## src/rtl/sclk_wr_pkg.sv

```systemverilog
package sclk_wr_pkg;

  typedef enum logic [1:0] {
    ST_IDLE = 2'd0,
    ST_RUN  = 2'd1,
    ST_FIN  = 2'd2
  } wr_state_e;

  localparam int unsigned NUM_DEST = 2;
  localparam int unsigned DEST_CTRL = 0;
  localparam int unsigned DEST_CAL  = 1;

endpackage

```

## src/rtl/sclk_wr_sync.sv

```systemverilog
module sclk_wr_sync #(
  parameter int unsigned STAGES    = 2,
  parameter logic        RESET_VAL = 1'b1
) (
  input  logic clk_i,
  input  logic rst_ni,
  input  logic d_i,
  output logic q_o
);

  logic [STAGES-1:0] pipe_q;

  always_ff @(posedge clk_i or negedge rst_ni) begin
    if (!rst_ni) pipe_q <= {STAGES{RESET_VAL}};
    else         pipe_q <= {pipe_q[STAGES-2:0], d_i};
  end

  assign q_o = pipe_q[STAGES-1];

endmodule

```

## src/rtl/sclk_wr_clkgen.sv

```systemverilog
module sclk_wr_clkgen #(
  parameter int unsigned DIV_HALF = 2
) (
  input  logic clk_i,
  input  logic rst_ni,
  input  logic start_i,
  input  logic run_i,
  input  logic park_i,
  output logic sclk_o,
  output logic rise_o,
  output logic fall_o
);

  localparam int unsigned CNT_W = (DIV_HALF > 1) ? $clog2(DIV_HALF) : 1;
  localparam logic [CNT_W-1:0] LAST = CNT_W'(DIV_HALF - 1);

  logic [CNT_W-1:0] cnt_q;
  logic             sclk_q;
  logic             tick;

  assign tick   = run_i && (cnt_q == LAST);
  assign rise_o = tick && !sclk_q;
  assign fall_o = tick && sclk_q;
  assign sclk_o = sclk_q;

  always_ff @(posedge clk_i or negedge rst_ni) begin
    if (!rst_ni) begin
      cnt_q  <= '0;
      sclk_q <= 1'b1;
    end else if (start_i) begin
      cnt_q  <= '0;
      sclk_q <= 1'b0;
    end else if (run_i) begin
      if (tick) begin
        cnt_q  <= '0;
        sclk_q <= !sclk_q;
      end else begin
        cnt_q  <= cnt_q + 1'b1;
      end
    end else if (park_i) begin
      cnt_q  <= '0;
      sclk_q <= 1'b1;
    end
  end

  // a rising edge inside a running burst follows at least two low cycles
  AST_PHASE_MIN: assert property (@(posedge clk_i) disable iff (!rst_ni)
    (run_i && $past(run_i) && $rose(sclk_q)) |-> ($past(sclk_q, 2) == 1'b0));

endmodule

```

## src/rtl/sclk_wr_shift.sv

```systemverilog
module sclk_wr_shift #(
  parameter int unsigned WORD_W = 24
) (
  input  logic              clk_i,
  input  logic              rst_ni,
  input  logic              clear_i,
  input  logic              sample_i,
  input  logic              sdata_i,
  output logic [WORD_W-1:0] word_o,
  output logic              full_o
);

  localparam int unsigned CNT_W = $clog2(WORD_W + 1);
  localparam logic [CNT_W-1:0] FULL_CNT = CNT_W'(WORD_W);

  logic [WORD_W-1:0] sr_q;
  logic [CNT_W-1:0]  cnt_q;

  assign full_o = (cnt_q == FULL_CNT);
  assign word_o = sr_q;

  always_ff @(posedge clk_i or negedge rst_ni) begin
    if (!rst_ni) begin
      sr_q  <= '0;
      cnt_q <= '0;
    end else if (clear_i) begin
      cnt_q <= '0;
    end else if (sample_i && !full_o) begin
      sr_q  <= {sr_q[WORD_W-2:0], sdata_i};
      cnt_q <= cnt_q + 1'b1;
    end
  end

  AST_CNT_BOUND: assert property (@(posedge clk_i) disable iff (!rst_ni)
    cnt_q <= FULL_CNT);
  AST_NO_SAMPLE_FULL: assert property (@(posedge clk_i) disable iff (!rst_ni)
    sample_i |-> !full_o);

endmodule

```

## src/rtl/sclk_wr_regs.sv

```systemverilog
module sclk_wr_regs
  import sclk_wr_pkg::*;
#(
  parameter int unsigned WORD_W = 24
) (
  input  logic              clk_i,
  input  logic              rst_ni,
  input  logic              commit_i,
  input  logic              sel_i,
  input  logic [WORD_W-1:0] word_i,
  output logic [WORD_W-1:0] ctrl_o,
  output logic [WORD_W-1:0] cal_o
);

  logic [NUM_DEST-1:0][WORD_W-1:0] dest_q;

  for (genvar g = 0; g < NUM_DEST; g++) begin : g_dest
    always_ff @(posedge clk_i or negedge rst_ni) begin
      if (!rst_ni)                                     dest_q[g] <= '0;
      else if (commit_i && (sel_i == 1'(g)))           dest_q[g] <= word_i;
    end
  end

  assign ctrl_o = dest_q[DEST_CTRL];
  assign cal_o  = dest_q[DEST_CAL];

  AST_ONE_DEST: assert property (@(posedge clk_i) disable iff (!rst_ni)
    !$stable(ctrl_o) |-> $stable(cal_o));

endmodule

```

## src/rtl/sclk_wr_port.sv

```systemverilog
module sclk_wr_port
  import sclk_wr_pkg::*;
#(
  parameter int unsigned WORD_W   = 24,
  parameter int unsigned DIV_HALF = 2
) (
  input  logic              clk_i,
  input  logic              rst_ni,
  input  logic              fsync_ni,
  input  logic              sdata_i,
  input  logic              sel_i,
  output logic              sclk_o,
  output logic              sclk_oe_o,
  output logic [WORD_W-1:0] ctrl_reg_o,
  output logic [WORD_W-1:0] cal_reg_o
);

  wr_state_e         state_q, state_d;
  logic              fsync_s, fsync_q;
  logic              start, run, park;
  logic              rise, fall, full;
  logic              sel_q;
  logic [WORD_W-1:0] word;

  sclk_wr_sync #(.STAGES(2), .RESET_VAL(1'b1)) u_sync (
    .clk_i (clk_i),
    .rst_ni(rst_ni),
    .d_i   (fsync_ni),
    .q_o   (fsync_s)
  );

  assign start = (state_q == ST_IDLE) && fsync_q && !fsync_s;
  assign run   = (state_q == ST_RUN) && !fsync_s;
  assign park  = !run && !start;

  always_comb begin
    state_d = state_q;
    unique case (state_q)
      ST_IDLE: if (start) state_d = ST_RUN;
      ST_RUN: begin
        if (fsync_s)           state_d = ST_IDLE;  // early release: abort
        else if (fall && full) state_d = ST_FIN;
      end
      ST_FIN:  state_d = ST_IDLE;
      default: state_d = ST_IDLE;
    endcase
  end

  always_ff @(posedge clk_i or negedge rst_ni) begin
    if (!rst_ni) begin
      state_q <= ST_IDLE;
      fsync_q <= 1'b1;
      sel_q   <= 1'b0;
    end else begin
      state_q <= state_d;
      fsync_q <= fsync_s;
      if (start) sel_q <= sel_i;
    end
  end

  sclk_wr_clkgen #(.DIV_HALF(DIV_HALF)) u_clkgen (
    .clk_i  (clk_i),
    .rst_ni (rst_ni),
    .start_i(start),
    .run_i  (run),
    .park_i (park),
    .sclk_o (sclk_o),
    .rise_o (rise),
    .fall_o (fall)
  );

  sclk_wr_shift #(.WORD_W(WORD_W)) u_shift (
    .clk_i   (clk_i),
    .rst_ni  (rst_ni),
    .clear_i (start),
    .sample_i(rise),
    .sdata_i (sdata_i),
    .word_o  (word),
    .full_o  (full)
  );

  sclk_wr_regs #(.WORD_W(WORD_W)) u_regs (
    .clk_i   (clk_i),
    .rst_ni  (rst_ni),
    .commit_i(state_q == ST_FIN),
    .sel_i   (sel_q),
    .word_i  (word),
    .ctrl_o  (ctrl_reg_o),
    .cal_o   (cal_reg_o)
  );

  assign sclk_oe_o = (state_q != ST_IDLE);

  AST_IDLE_HIGH: assert property (@(posedge clk_i) disable iff (!rst_ni)
    !sclk_oe_o |-> sclk_o);
  AST_LOW_ONLY_DRIVEN: assert property (@(posedge clk_i) disable iff (!rst_ni)
    $fell(sclk_o) |-> sclk_oe_o);
  AST_COMMIT_FULL: assert property (@(posedge clk_i) disable iff (!rst_ni)
    (!$stable(ctrl_reg_o) || !$stable(cal_reg_o)) |-> $past(full));
  AST_NO_REARM: assert property (@(posedge clk_i) disable iff (!rst_ni)
    (state_q == ST_FIN && !fsync_s) |=> !sclk_oe_o);

endmodule

```

## config.mk

```make
export PLATFORM = sky130hd
export DESIGN_NAME = sclk_wr_port
export DESIGN_NICKNAME = d
export VERILOG_FILES = /design/src/rtl/sclk_wr_pkg.sv /design/src/rtl/sclk_wr_sync.sv /design/src/rtl/sclk_wr_clkgen.sv /design/src/rtl/sclk_wr_shift.sv /design/src/rtl/sclk_wr_regs.sv /design/src/rtl/sclk_wr_port.sv
export SDC_FILE = /design/constraint.sdc
export NUM_CORES = 1
export LEC_CHECK = 0
export BUFFER_PORTS_ARGS = -buffer_cell sky130_fd_sc_hd__buf_2
export CORE_MARGIN = 2
export CORE_UTILIZATION = 55
export DETAILED_ROUTE_END_ITERATION = 8
export PLACE_DENSITY = 0.78
export SLEW_MARGIN = 10
export SYNTH_ARGS = -nofsm -noshare
export SYNTH_HDL_FRONTEND = slang
export SYNTH_SLANG_ARGS = --single-unit
```

## constraint.sdc

```tcl
create_clock -name clk_i -period 2 [get_ports clk_i]
set_clock_uncertainty 0.15 [all_clocks]
set_input_delay 0.2 -clock clk_i [delete_from_list [all_inputs] [get_ports clk_i]]
set_output_delay 0.2 -clock clk_i [all_outputs]
set_load 0.005 [all_outputs]
```

==> reports/metrics.yaml <==
num_vias: 1950
cts_tree: "yes"
overflow: 0
wl_met3_um: 256
dieArea_um2: 6620
slowest_delay_ps: 620
p_clk_share_pct: 40.1
synth_xor_area_share_pct: 0.266
outcome: "finished, final reports clean"
finalWirelength_mm: 5.81
fp.dieH_um: 81.4
grt_pass1_vias: 1902
p_leak_uw: 0.00217
p_int_uw: 2500
ios: 55
switching_share_pct: 20.9
htree_levels: 3
ff2ff_setup_slack_ps: 130
numCtsBuffers: 9
min_period_ps: 1870
ys_seq_area_share_pct: 64.8
drt_first_iter_violations: 112
yosysTopAreaCellShare_pct: 61.6
comb_power_share_pct: 3.8
die_w_um: 81.4
clk_latency_ps: 340
crit_path_start: "state_q[1]"
numPortBuffers: 54
fp-row-count: 28
crit_buf_inv: 0
slowest_stage: "or4b_1"
min_to: "u_sync.pipe_q[1]"
hold_start: "u_sync.pipe_q[0]"
final_nets: 286
final_util_pct: 69.0
cp_cell_sequence: "or4b_1, or3_1, a21oi_1"
syn-instance-count: 205
holdCritPathClass: "reg -> reg"
first_pass_iters: 4
wl_met1_mm: 2.65
place_congestion: 0.823
ys_ff_latch: 85
r2r-start: "state_q[1]"
synthAdderAreaFrac_pct: 0.760
synth_compound_area_share_pct: 1.06
numClockSinks: 85
start_util_pct: 56.2
finalMaxSlewViolations: 0
grt.total_usage_pct: 19.1
ff2ff_path_depth: 3
grt_max_degree: 48
post_synth_and_or_nand_nor_area_fraction_pct: 5.51
syn2layout_area_growth_pct: 22.7
regToRegEndpoint: "u_shift.cnt_q[3]"
dp_cells: 334
power_frac_seq_pct: 56.0
whs_path_depth: 0
syn_nets: 212
switchingPower_uw: 660
fin_crit_sh_pct: 93.5
hold_viol_final: 0
top_layer: "met4"
synth_top_area_cell: "dfrtp_1"
ant_nets: 0
worstSetupEndpointType: "flop"
netlist_top_cells_area: "dfrtp_1 62%, mux2_2 18%, mux2_1 7.5%, dfstp_2 3.2%, buf_2 1.1%"
mostFrequentLayoutCells: "81 x dfrtp_1, 53 x mux2_2, 53 x buf_2"
tightestPinTransition_ps: 577
arrival_ps: 1980
muxShareOfSynthArea_pct: 26.0
synth_top_family_by_area: "multiplexers"
drive_gt1_share_pct: 50.0
cpLargestDelayFamily: "simple AND/OR/NAND/NOR gates"
synth_top_flop_cell: "dfrtp_1"
postPlaceCellArea_um2: 3720
synth_edf_count: 0
grt_setup_unrepaired: "no"
layout.cells.non_filler: 359
syn-cell-area_um2: 3290
routed-wl-met2_mm: 2.78
hpwl_mm: 3.59
cp.required_ps: 2110
slew_headroom_pct: 61.5
core-area_um2: 5850
irDropWorstVdd_mv: 0.509
critPathKind: "reg -> reg"
fin_ws_ps: 131
wl_per_cell_um: 16.2
syn_area_per_cell_um2: 16.1
via_per_inst: 5.43
clk_pin_slew_worst_paths_ps: 70
pre_cts_ws_ps: -36.7
grt_pass1_wl_mm: 9.31
cts_max_path_buffers: 2
postLayoutCellArea_um2: 4040
crit_path_max_fanout: 8
powerDensity_nw_per_um2: 782
fillers: 391
timing.fmax_mhz: 535
synth_cell_types: 26
antenna_found_initial: 0
final_common_cell: "dfrtp_1"
drv_cap: 0
synth_warnings: 0
async_reset_ff_share_pct: 100
n_antenna_cell: 0
drc_errors: 0
cts_root_buf: "clkbuf_8"
setup_violations: 0
startpoint_type: "flop"
[timing repair]
action | 4_1_cts | 5_1_grt
endpoints found under the setup margin | 20 | 20
pin swaps | 1 | 1
setup buffers | 0 | 3
endpoints found under the hold margin | 46 | 0
cloned | 1 | 1
gates resized for setup | 2 | 1
hold buffers | 4 | 0
[routing by layer]
| metal | vias up | global-route usage, % |
|---|---|---|
| met5 | - | 0 |
| met4 | 0 | 8.64 |
| met3 | 12 | 4.33 |
| met2 | 47 | 29.8 |
| met1 | 1009 | 25.8 |
| li1 | 882 | - |
[how the worst max path moves through the flow]
stage	slack, ps	end	cells after the start
after detailed placement	-40	u_shift.cnt_q[0]	5
after CTS	50	u_shift.cnt_q[0]	5
final	130	u_shift.cnt_q[3]	3
after floorplan	210	u_shift.cnt_q[0]	6
after global placement	20	u_shift.word_o[3]	5
after global routing	50	u_shift.cnt_q[3]	3
[cells by family after synthesis]
kind of cell | count (synthesis)
multiplexers | 76
AND/OR/NAND/NOR | 23
AO/OA/AOI/OAI | 7
flip-flops | 85
buffers and inverters | 11
XOR/XNOR | 1
adder cells (fa/ha/maj) | 2
[power groups by stage]
stage	Clock, µW	Combinational [µW]	Sequential, µW
after floorplan	0	47.1	1790
after global placement	0	100	1800
after detailed placement	0	102	1800
after CTS	1290	116	1770
after global routing	1350	136	1770
final	1270	121	1770
[state kept, by name, indices dropped and copies added, names as in the netlist]
name,cells
u_shift.word_o,24
u_sync.pipe_q,2
u_regs.cal_o,24
fsync_q,1
u_clkgen.sclk_o,1
u_shift.cnt_q,5
u_clkgen.cnt_q,1
sel_q,1
u_regs.ctrl_o,24
state_q,2
[final cells by class]
class	instances	area [µm²]	share of cell area, %
Clock buffer	12	135	3.35
Tap cell	75	93.8	2.32
Multi-Input combinational cell	111	1160	28.7
Sequential cell	85	2130	52.8
Timing Repair Buffer	69	433	10.7
Inverter	3	11.3	0.279
Clock inverter	4	72.6	1.80
[metrics by stage]
stage | total power (µW) | TNS, ps | hold slack [ps]
finish | 3160 | 0 | 209
floorplan | 1840 | 0 | -246
global route | 3260 | 0 | 211
global placement | 1900 | 0 | 91.1
CTS | 3180 | 0 | 210
detailed placement | 1900 | -308 | 89.3
[synthesized netlist by cell type, types with 3 or more instances]
cell type,n
nor2_1,3
mux2_1,22
dfrtp_1,81
inv_1,3
mux2_2,53
o21ai_0,4
a21oi_1,3
or3_1,3
dfstp_2,4
buf_2,7
[worst register-to-register path: stages (launching register included)]
cell and delay (ps):
dfrtp_1 490, or4b_1 620, or3_1 380, a21oi_1 160
Note: power is estimated with default switching activity, not from simulation.
